--- src/rtl/ccd_pkg.sv ---
package ccd_pkg;
  localparam int SEL_W = 2;
  localparam int CNT_W = (1 << SEL_W) - 1;

  typedef enum logic [1:0] {
    OP_RUN_3V = 2'b00,
    OP_RUN_5V = 2'b01,
    OP_STOP   = 2'b10,
    OP_NONE   = 2'b11
  } op_e;

  typedef struct packed {
    logic             run;
    logic [SEL_W-1:0] sel;
    logic             lvl;
  } clk_cfg_t;

  // last counter value of a half-period for a given ratio code
  function automatic logic [CNT_W-1:0] last_count(input logic [SEL_W-1:0] sel);
    int unsigned span;
    span = 32'd1 << sel;
    return CNT_W'(span - 1);
  endfunction
endpackage

--- src/rtl/ccd_prog_if.sv ---
module ccd_prog_if
  import ccd_pkg::*;
(
  input  logic       clk,
  input  logic       rst_n,
  input  logic       cs_n,
  input  logic       prog_n,
  input  logic [1:0] op_pins,
  input  logic       d_hi,
  input  logic       d_lo,
  output clk_cfg_t   cfg_q,
  output logic       vsel_q,
  output logic       cs_q,
  output logic       load_evt
);
  logic prog_mode_q;
  logic cs_fall;
  logic cs_rise;
  op_e  op;

  assign cs_fall  = cs_q & ~cs_n;
  assign cs_rise  = ~cs_q & cs_n;
  assign op       = op_e'(op_pins);
  assign load_evt = cs_rise & prog_mode_q & (op != OP_NONE);

  always_ff @(posedge clk or negedge rst_n) begin
    if (!rst_n) begin
      cs_q        <= 1'b1;
      prog_mode_q <= 1'b0;
      cfg_q       <= '{run: 1'b0, sel: '1, lvl: 1'b0};
      vsel_q      <= 1'b0;
    end else begin
      cs_q <= cs_n;
      if (cs_fall)      prog_mode_q <= ~prog_n;
      else if (cs_rise) prog_mode_q <= 1'b0;
      if (load_evt) begin
        case (op)
          OP_RUN_3V: begin
            cfg_q.run <= 1'b1;
            cfg_q.sel <= SEL_W'({d_hi, d_lo});
            vsel_q    <= 1'b0;
          end
          OP_RUN_5V: begin
            cfg_q.run <= 1'b1;
            cfg_q.sel <= SEL_W'({d_hi, d_lo});
            vsel_q    <= 1'b1;
          end
          OP_STOP: begin
            cfg_q.run <= 1'b0;
            cfg_q.lvl <= d_lo;
            vsel_q    <= d_hi;
          end
          default: ;
        endcase
      end
    end
  end
endmodule

--- src/rtl/ccd_clk_gen.sv ---
module ccd_clk_gen
  import ccd_pkg::*;
(
  input  logic             clk,
  input  logic             rst_n,
  input  clk_cfg_t         cfg,
  output logic             card_clk,
  output logic             run_q,
  output logic             boundary,
  output logic             start_evt,
  output logic [CNT_W-1:0] cnt_q
);
  logic [SEL_W-1:0] sel_q;

  assign boundary  = run_q && (cnt_q == last_count(sel_q));
  assign start_evt = !run_q && cfg.run;

  always_ff @(posedge clk or negedge rst_n) begin
    if (!rst_n) begin
      run_q    <= 1'b0;
      sel_q    <= '1;
      cnt_q    <= '0;
      card_clk <= 1'b0;
    end else if (start_evt) begin
      run_q <= 1'b1;
      sel_q <= cfg.sel;
      cnt_q <= '0;
    end else if (!run_q) begin
      card_clk <= cfg.lvl;
    end else if (boundary) begin
      cnt_q <= '0;
      if (cfg.run) begin
        card_clk <= ~card_clk;
        sel_q    <= cfg.sel;
      end else begin
        run_q    <= 1'b0;
        card_clk <= cfg.lvl;
      end
    end else begin
      cnt_q <= cnt_q + 1'b1;
    end
  end
endmodule

--- src/rtl/card_clk_div.sv ---
module card_clk_div
  import ccd_pkg::*;
(
  input  logic clk,
  input  logic rst_n,
  input  logic cs_n,
  input  logic prog_n,
  input  logic sel_a0,
  input  logic sel_a1,
  input  logic dat_io,
  input  logic dat_rst,
  output logic card_clk,
  output logic vsel_5v
);
  clk_cfg_t         cfg;
  logic             cs_q;
  logic             load_evt;
  logic             run_q;
  logic             boundary;
  logic             start_evt;
  logic [CNT_W-1:0] cnt_q;

  ccd_prog_if u_prog (
    .clk      (clk),
    .rst_n    (rst_n),
    .cs_n     (cs_n),
    .prog_n   (prog_n),
    .op_pins  ({sel_a1, sel_a0}),
    .d_hi     (dat_io),
    .d_lo     (dat_rst),
    .cfg_q    (cfg),
    .vsel_q   (vsel_5v),
    .cs_q     (cs_q),
    .load_evt (load_evt)
  );

  ccd_clk_gen u_gen (
    .clk       (clk),
    .rst_n     (rst_n),
    .cfg       (cfg),
    .card_clk  (card_clk),
    .run_q     (run_q),
    .boundary  (boundary),
    .start_evt (start_evt),
    .cnt_q     (cnt_q)
  );
endmodule

--- config.mk ---
export PLATFORM = sky130hd
export DESIGN_NAME = card_clk_div
export DESIGN_NICKNAME = d
export VERILOG_FILES = /design/src/rtl/ccd_pkg.sv /design/src/rtl/ccd_prog_if.sv /design/src/rtl/ccd_clk_gen.sv /design/src/rtl/card_clk_div.sv
export SDC_FILE = /design/constraint.sdc
export NUM_CORES = 1
export LEC_CHECK = 0
export BUFFER_PORTS_ARGS = -buffer_cell sky130_fd_sc_hd__buf_2
export CELL_PAD_IN_SITES_DETAIL_PLACEMENT = 2
export CELL_PAD_IN_SITES_GLOBAL_PLACEMENT = 2
export CORE_UTILIZATION = 38
export DETAILED_ROUTE_END_ITERATION = 6
export PLACE_DENSITY_LB_ADDON = 0.1
export SLEW_MARGIN = 20
export SYNTH_ARGS = -nofsm -noshare
export SYNTH_HDL_FRONTEND = slang
export SYNTH_SLANG_ARGS = --single-unit
--- constraint.sdc ---
create_clock -name clk -period 3.85 [get_ports clk]
set_input_delay 0.385 -clock clk [delete_from_list [all_inputs] [get_ports clk]]
set_output_delay 0.385 -clock clk [all_outputs]
set_load 0.02 [all_outputs]
==> impl_metrics.py, run 1 <==
metrics = {
    "outcome": {
        "status": "completed",
    },
    "worst_setup_path": {
        "crit_fanout": 5,
        "worstSetupPathType": "reg2reg",
        "r2r-start": "u_gen.sel_q[0]$_DFFE_PN1P_",
        "endpoint": "u_gen.sel_q[0]$_DFFE_PN1P_",
        "slowest_delay_ns": 0.57,
        "worst_ep_arrival_time_ns": 1.87,
        "endpoint_kind": "flip-flop",
        "path_depth": 4,
        "start_kind": "flip-flop",
        "r2r_end": "u_gen.sel_q[0]$_DFFE_PN1P_",
        "cp_cell_sequence": "nor4b_1 -> a31oi_1 -> a211oi_2 -> mux2_1",
        "critPathLaunch": "u_gen.sel_q[0]$_DFFE_PN1P_",
        "crit_family": "flip-flops",
        "crit_buf_inv": 0,
        "rrSetupSlack_ns": 2.18,
        "cp_slowest_cell": "dfstp_2",
        "crit_required_ns": 4.05,
        "reg2reg_depth": 4,
    },
    "detailed_routing": {
        "first_pass_iters": 3,
        "drcViolationCount": 0,
        "wl_per_cell_um": 15.44,
        "antenna_left": 0,
        "drtIter0Drc": 6,
        "vias_per_cell": 5.296,
        "via_count": 572,
        "routed_wl_um": 1668,
    },
    "layout": {
        "final_cell_count_no_fill": 108,
        "seq_area_um2": 356.6,
        "synthToLayoutAreaGrowth_pct": 16.25,
        "n_antenna_cell": 0,
        "fillers": 225,
        "final_area_um2": 877.1,
        "most-common-layout-cells": "buf_2 (9), dfrtp_1 (9), inv_1 (8), ha_1 (8)",
        "multi_input_area_um2": 367.9,
        "drive_gt1_share_pct": 27.71,
        "fin_nets": 100,
    },
    "placed_design": {
        "dpl_cell_area_um2": 830.8,
        "portBuffers": 9,
        "gp_congestion": 0.7063,
        "place_ws_ns": 2.156,
        "dpl.cell_count": 103,
        "dp_hpwl_um": 1335,
    },
    "grt": {
        "grt_max_degree": 15,
        "grt_pass1_vias": 616,
        "grt_usage_pct": 18.51,
        "antenna_found_initial": 0,
        "grt_pass1_wl_um": 2704,
        "grt_remaining_overflow": 0,
    },
    "logic_synthesis": {
        "yosysUniqueCellTypes": 24,
        "ys_seq_elements": 14,
        "synth_top_cell_area_share_pct": 29.85,
        "yosys_warnings": 0,
        "synth_fp_nets": 85,
        "yosysTopAreaCell": "dfrtp_1",
        "syn_area_um2": 754.5,
        "synth.area.top_cells": "dfrtp_1 (30%), dfstp_2 (17%), ha_1 (13%)",
        "synthCells": 69,
        "synth.yosys.seq_area_share_pct": 47.26,
        "avgSynthCellArea_um2": 10.93,
    },
    "flow_run": {
        "maxCapViolations": 0,
    },
    "sta": {
        "tightest_slew_ns": 0.4176,
        "fin_crit_ns": 1.668,
        "finalMaxSlewViolations": 0,
        "finalCritPeriodShare_pct": 43.34,
        "max_clock_freq_mhz": 599.3,
        "clock_skew_ns": 0.004740,
        "finalHoldViolCount": 0,
        "rsz0062_at_grt": "false",
        "fin_setup_tns_ns": 0,
        "layout_setup_ws_ns": 2.182,
        "slew_headroom_pct": 71.80,
        "finalSetupViolCount": 0,
    },
    "clock_tree": {
        "cts_buffers": 3,
        "htreeDepth": 1,
        "cts_resized": 0,
        "ctsLongestPathBuffers": 2,
        "worstSkewPairLatency_ns": 0.27,
        "path_clk_slew_ns": 0.09,
        "cts_tree": "built",
        "cts_hold_buf": 1,
        "cts.sinks": 14,
        "cts_root_buffer": "clkbuf_4",
        "cts_setup_buffers": 0,
    },
    "min_path": {
        "hold_class": "in2reg",
    },
    "pwr": {
        "p_leak_nw": 0.4302,
        "powerDensity_nw_per_um2": 545.9,
        "peakVddDrop_v": 0.0002143,
        "finalPower_mw": 0.4788,
    },
    "die": {
        "chipWidth_um": 46.56,
        "io_pins": 10,
        "rows": 15,
        "start_util_pct": 41.88,
        "die_h_um": 46.56,
        "die_area_um2": 2168,
        "coreArea_um2": 1802,
    },
}
==> cell families (layout without fill, tap and decap cells) <==
kind of cell	after synthesis	after routing	share of synthesized area (%)
AOI/OAI and AO/OA	19	19	18.41
xor gates and xnor gates	1	1	1.161
adders and majority gates	8	8	13.27
buffers and inverters	8	22	3.980
DFF	14	14	47.26
muxes	4	4	5.970
and+or+nand+nor	15	15	9.951
==> report_power, final <==
part           switching (mW)  internal [mW]  leakage, nW  total [mW]
combinational          0.0793         0.0659        0.238       0.145
sequential             0.0377          0.190        0.171       0.228
clock                  0.0487         0.0574       0.0210       0.106
total                   0.166          0.313        0.430       0.479
==> worst register-to-register path, stage by stage (launching register included) <==
cell and delay (ns):
dfstp_2 0.57, nor4b_1 0.24, a31oi_1 0.14, a211oi_2 0.28, mux2_1 0.36
==> final cells by class <==
type / instances / area share [%]
Inverter: 8 / 3.424
Timing Repair Buffer: 10 / 6.277
Multi-Input combinational cell: 47 / 41.94
Tap cell: 25 / 3.566
Sequential cell: 14 / 40.66
Clock buffer: 4 / 4.137
==> cell usage after synthesis <==
master / count
a211o_1: 1
a211oi_2: 1
a21o_2: 2
a21oi_1: 2
a221oi_1: 1
a22o_1: 1
a31oi_1: 1
a41oi_1: 1
dfrtp_1: 9
dfstp_2: 5
ha_1: 8
inv_1: 8
mux2_1: 2
mux2_2: 2
nand2_1: 5
nand2b_1: 1
nand3b_1: 2
nor2_1: 5
nor3b_1: 1
nor4b_1: 1
o21ai_0: 5
o31ai_1: 2
o41ai_1: 2
xnor2_1: 1
==> sequential cells by signal, summed over array words and instances (netlist names) <==
| register | count |
|---|---|
| u_gen.sel_q | 2 |
| u_gen.cnt_q | 3 |
| u_prog.cfg_q | 4 |
| u_gen.run_q | 1 |
| u_gen.card_clk | 1 |
| u_prog.cs_q | 1 |
| u_prog.vsel_q | 1 |
| u_prog.prog_mode_q | 1 |
==> worst min path at each step <==
stage,start,end,depth (start not counted)
3_5_place_dp,rst_n,u_prog.cfg_q[0]$_DFFE_PN0P_,1
2_1_floorplan,rst_n,u_gen.card_clk$_DFFE_PN0P_,0
4_1_cts,cs_n,u_prog.cs_q$_DFF_PN1_,1
3_3_place_gp,rst_n,u_prog.vsel_q$_DFFE_PN0P_,1
6_report,cs_n,u_prog.cs_q$_DFF_PN1_,1
5_1_grt,cs_n,u_prog.cs_q$_DFF_PN1_,1
==> per-stage QoR <==
step | hold slack [ns] | util, %
3_3_place_gp | 0.3032 | 46.11
2_1_floorplan | 0.08941 | -
3_5_place_dp | 0.3038 | 46.11
5_1_grt | 0.2123 | 48.68
4_1_cts | 0.2164 | 48.68
6_report | 0.2235 | 48.68
==> metal layers <==
metal | vias to the layer above | global-route usage, % | part of all wire [%]
met4 | 0 | 7.059 | 0.72
met5 | - | 0 | 0
met3 | 2 | 3.529 | 1.5
met2 | 5 | 34.72 | 55
met1 | 290 | 19.90 | 43
li1 | 275 | - | -
Note: power is estimated with default switching activity, not from simulation.
==> inputs of run 2 (changes only) <==
--- a/config.mk
+++ b/config.mk
@@ -5,10 +5,11 @@
 export SDC_FILE = /design/constraint.sdc
 export NUM_CORES = 1
 export LEC_CHECK = 0
+export ABC_AREA = 1
 export BUFFER_PORTS_ARGS = -buffer_cell sky130_fd_sc_hd__buf_2
 export CELL_PAD_IN_SITES_DETAIL_PLACEMENT = 2
 export CELL_PAD_IN_SITES_GLOBAL_PLACEMENT = 2
-export CORE_UTILIZATION = 38
+export CORE_UTILIZATION = 33
 export DETAILED_ROUTE_END_ITERATION = 6
 export PLACE_DENSITY_LB_ADDON = 0.1
 export SLEW_MARGIN = 20
==> constraint.sdc (replaced) <==
create_clock -name clk -period 1.7 [get_ports clk]
set_input_delay 0.17 -clock clk [delete_from_list [all_inputs] [get_ports clk]]
set_output_delay 0.17 -clock clk [all_outputs]
set_load 0.02 [all_outputs]
==> run 2 against run 1 <==
Compared with the run above: sequential share of layout area shrank 1.6 points; sequential cell count stayed put; wire length up 8.5%; largest cell class unchanged; global-route usage is 1.2 points lower; area after synthesis is 3.0% higher; sequential power rose to 2.5 times the previous value; critical path type is now in2reg.
==> impl_metrics.py, run 2 <==
metrics = {
    "logic_synthesis": {
        "synth_top_cell_area_share_pct": 28.99,
        "yosysUniqueCellTypes": 17,
        "avgSynthCellArea_um2": 8.633,
        "synth_edf_count": 0,
        "ys_seq_elements": 14,
        "synth.yosys.seq_area_share_pct": 45.89,
        "yosys_warnings": 0,
        "syn_area_um2": 777.0,
        "synth.area.top_cells": "dfrtp_1 (29%), dfstp_2 (17%), nand2_1 (13%)",
        "yosysMostFrequentCell": "nand2_1",
        "synth.cells.most_frequent": "nand2_1 (27), inv_1 (15), dfrtp_1 (9)",
        "yosysTopAreaCell": "dfrtp_1",
        "synth-main-ff-cell": "dfrtp_1",
        "synthCells": 90,
        "synth_fp_nets": 106,
        "async_flop_share_pct": 100.0,
    },
    "sta": {
        "finalCritPeriodShare_pct": 88.20,
        "rsz0062_at_grt": "false",
        "layout_setup_ws_ns": 0.2007,
        "slew_headroom_pct": 78.27,
        "fin_crit_ns": 1.499,
        "finalHoldViolCount": 0,
        "clock_skew_ns": 0.001329,
        "finalMaxSlewViolations": 0,
        "finalSetupViolCount": 0,
        "tightest_slew_ns": 0.3260,
        "max_clock_freq_mhz": 667.0,
        "fin_setup_tns_ns": 0,
        "hold_ws_ns": 0.06459,
    },
    "detailed_routing": {
        "first_pass_iters": 4,
        "antenna_left": 0,
        "drtIter0Drc": 6,
        "vias_per_cell": 4.759,
        "routed_wl_um": 1809,
        "via_count": 633,
        "wl_per_cell_um": 13.60,
        "drcViolationCount": 0,
    },
    "layout": {
        "reg_top3": "u_prog.cfg_q x4, u_gen.cnt_q x3, u_gen.sel_q x2",
        "drive_gt1_share_pct": 20.95,
        "postLayoutCoreUtil_pct": 41.29,
        "largest_register_ffs": 4,
        "fin_nets": 122,
        "layout_commonest_cell": "nand2_1",
        "most-common-layout-cells": "nand2_1 (27), inv_1 (15), buf_2 (9), dfrtp_1 (9)",
        "n_antenna_cell": 0,
        "final_area_um2": 913.4,
        "final_cell_count_no_fill": 133,
        "max_flop_register": "u_prog.cfg_q",
        "synthToLayoutAreaGrowth_pct": 17.55,
    },
    "grt": {
        "grt_remaining_overflow": 0,
        "grt_pass1_wl_um": 3256,
        "grt_usage_pct": 17.27,
        "antenna_found_initial": 0,
        "grt_max_degree": 15,
        "grt_pass1_vias": 706,
    },
    "placed_design": {
        "dpl.cell_count": 127,
        "place_ws_ns": 0.2386,
        "gp_congestion": 0.6786,
        "portBuffers": 9,
        "dpl_cell_area_um2": 857.1,
        "dp_hpwl_um": 1386,
    },
    "die": {
        "rows": 17,
        "start_util_pct": 35.12,
        "io_pins": 10,
        "die_area_um2": 2553,
        "chipWidth_um": 50.53,
        "coreArea_um2": 2212,
        "die_h_um": 50.53,
    },
    "pwr": {
        "peakVddDrop_v": 0.0006055,
        "finalPower_mw": 1.330,
        "p_leak_nw": 0.4757,
        "combPwrFrac_pct": 38.9,
        "pwr-share-seq_pct": 42.9,
        "swShare_pct": 40.96,
        "internal_power_mw": 0.7851,
        "powerDensity_nw_per_um2": 1456,
        "clkPwrFrac_pct": 18.2,
        "switchingPower_mw": 0.5447,
    },
    "worst_setup_path": {
        "crit_required_ns": 1.91,
        "crit_fanout": 3,
        "cp_slowest_cell": "dlygate4sd3_1",
        "worstSetupPathType": "in2reg",
        "worst_ep_arrival_time_ns": 1.71,
        "endpoint_kind": "flip-flop",
        "cp_cell_sequence": "dlygate4sd3_1 -> buf_2 -> ha_1 -> nand2_1 -> nor2_1 -> o21ai_0 -> mux2_2",
        "slowest_delay_ns": 0.54,
        "start_kind": "input port",
    },
    "flow_run": {
        "maxCapViolations": 0,
    },
    "clock_tree": {
        "cts_resized": 0,
        "ctsLongestPathBuffers": 2,
        "path_clk_slew_ns": 0.09,
        "cts_tree": "built",
        "worstSkewPairLatency_ns": 0.28,
        "cts_root_buffer": "clkbuf_4",
        "cts.sinks": 14,
        "htreeDepth": 1,
        "cts_buffers": 3,
        "cts_setup_buffers": 0,
    },
    "min_path": {
        "hold_class": "in2reg",
    },
    "outcome": {
        "status": "completed",
    },
}
[run 2: changes by cell type after synthesis, moves of 3 or more]
cell and delta:
inv_1 +7, nand2_1 +22, nand3_1 +4, o21ai_0 +3
[run 2: worst paths after layout]
check / start / end / slack [ns] / cells after the start
setup / recovery: cs_n / u_prog.cfg_q[2]$_DFFE_PN1P_ / 0.20 / 7
hold / removal: prog_n / u_prog.prog_mode_q$_DFFE_PN0P_ / 0.06 / 2
setup reg to reg: u_prog.cs_q$_DFF_PN1_ / u_prog.cfg_q[2]$_DFFE_PN1P_ / 0.22 / 6
hold reg to reg: u_prog.vsel_q$_DFFE_PN0P_ / u_prog.vsel_q$_DFFE_PN0P_ / 0.49 / 2
max in group asynchronous: rst_n / u_prog.cfg_q[2]$_DFFE_PN1P_ / 1.10 / 2
min in group asynchronous: rst_n / u_prog.prog_mode_q$_DFFE_PN0P_ / 0.31 / 2
[run 2: what timing repair did]
| item | in CTS | in global routing |
|---|---|---|
| setup endpoints to repair | 0 | 0 |
| hold buffers | 1 | 1 |
| endpoints found under the hold margin | 9 | 1 |
[run 2: critical path, delay by kind of cell]
| kind | cells | cell delay, ns |
|---|---|---|
| compound gates | 1 | 0.13 |
| fa+ha+maj | 1 | 0.20 |
| buf+inv | 2 | 0.68 |
| mux | 1 | 0.37 |
| simple gates | 2 | 0.16 |
[run 2: cell families after synthesis]
| logic type | share of synthesized area [%] |
|---|---|
| and+or+nand+nor | 20.29 |
| buffers and inverters | 7.246 |
| DFF | 45.89 |
| AOI/OAI and AO/OA | 11.11 |
| adders and majority gates | 12.88 |
| xor gates and xnor gates | 1.127 |
| muxes | 1.449 |
[run 2: metal layers]
layer | global-route usage (%) | routed length [µm] | vias up
li1 | - | - | 313
met3 | 4.545 | 39 | 2
met1 | 20.34 | 802 | 313
met4 | 4.167 | 10 | 0
met2 | 30.89 | 957 | 5
met5 | 0 | 0 | -
[run 2: layout make-up]
class,count,area [µm²]
fillers,269,1299
multi-input cells,61,364.1
flip-flops and latches,14,356.6
repair buffers,11,65.06
inverters,15,56.30
clock buffers,4,36.28
well taps,28,35.03
[run 2: power groups by stage]
stage / Combinational, mW / Clock [mW] / Sequential, mW
2_1_floorplan: 0.384 / 0 / 0.551
3_3_place_gp: 0.494 / 0 / 0.565
3_5_place_dp: 0.523 / 0 / 0.576
4_1_cts: 0.530 / 0.255 / 0.572
5_1_grt: 0.605 / 0.263 / 0.587
6_report: 0.518 / 0.241 / 0.571
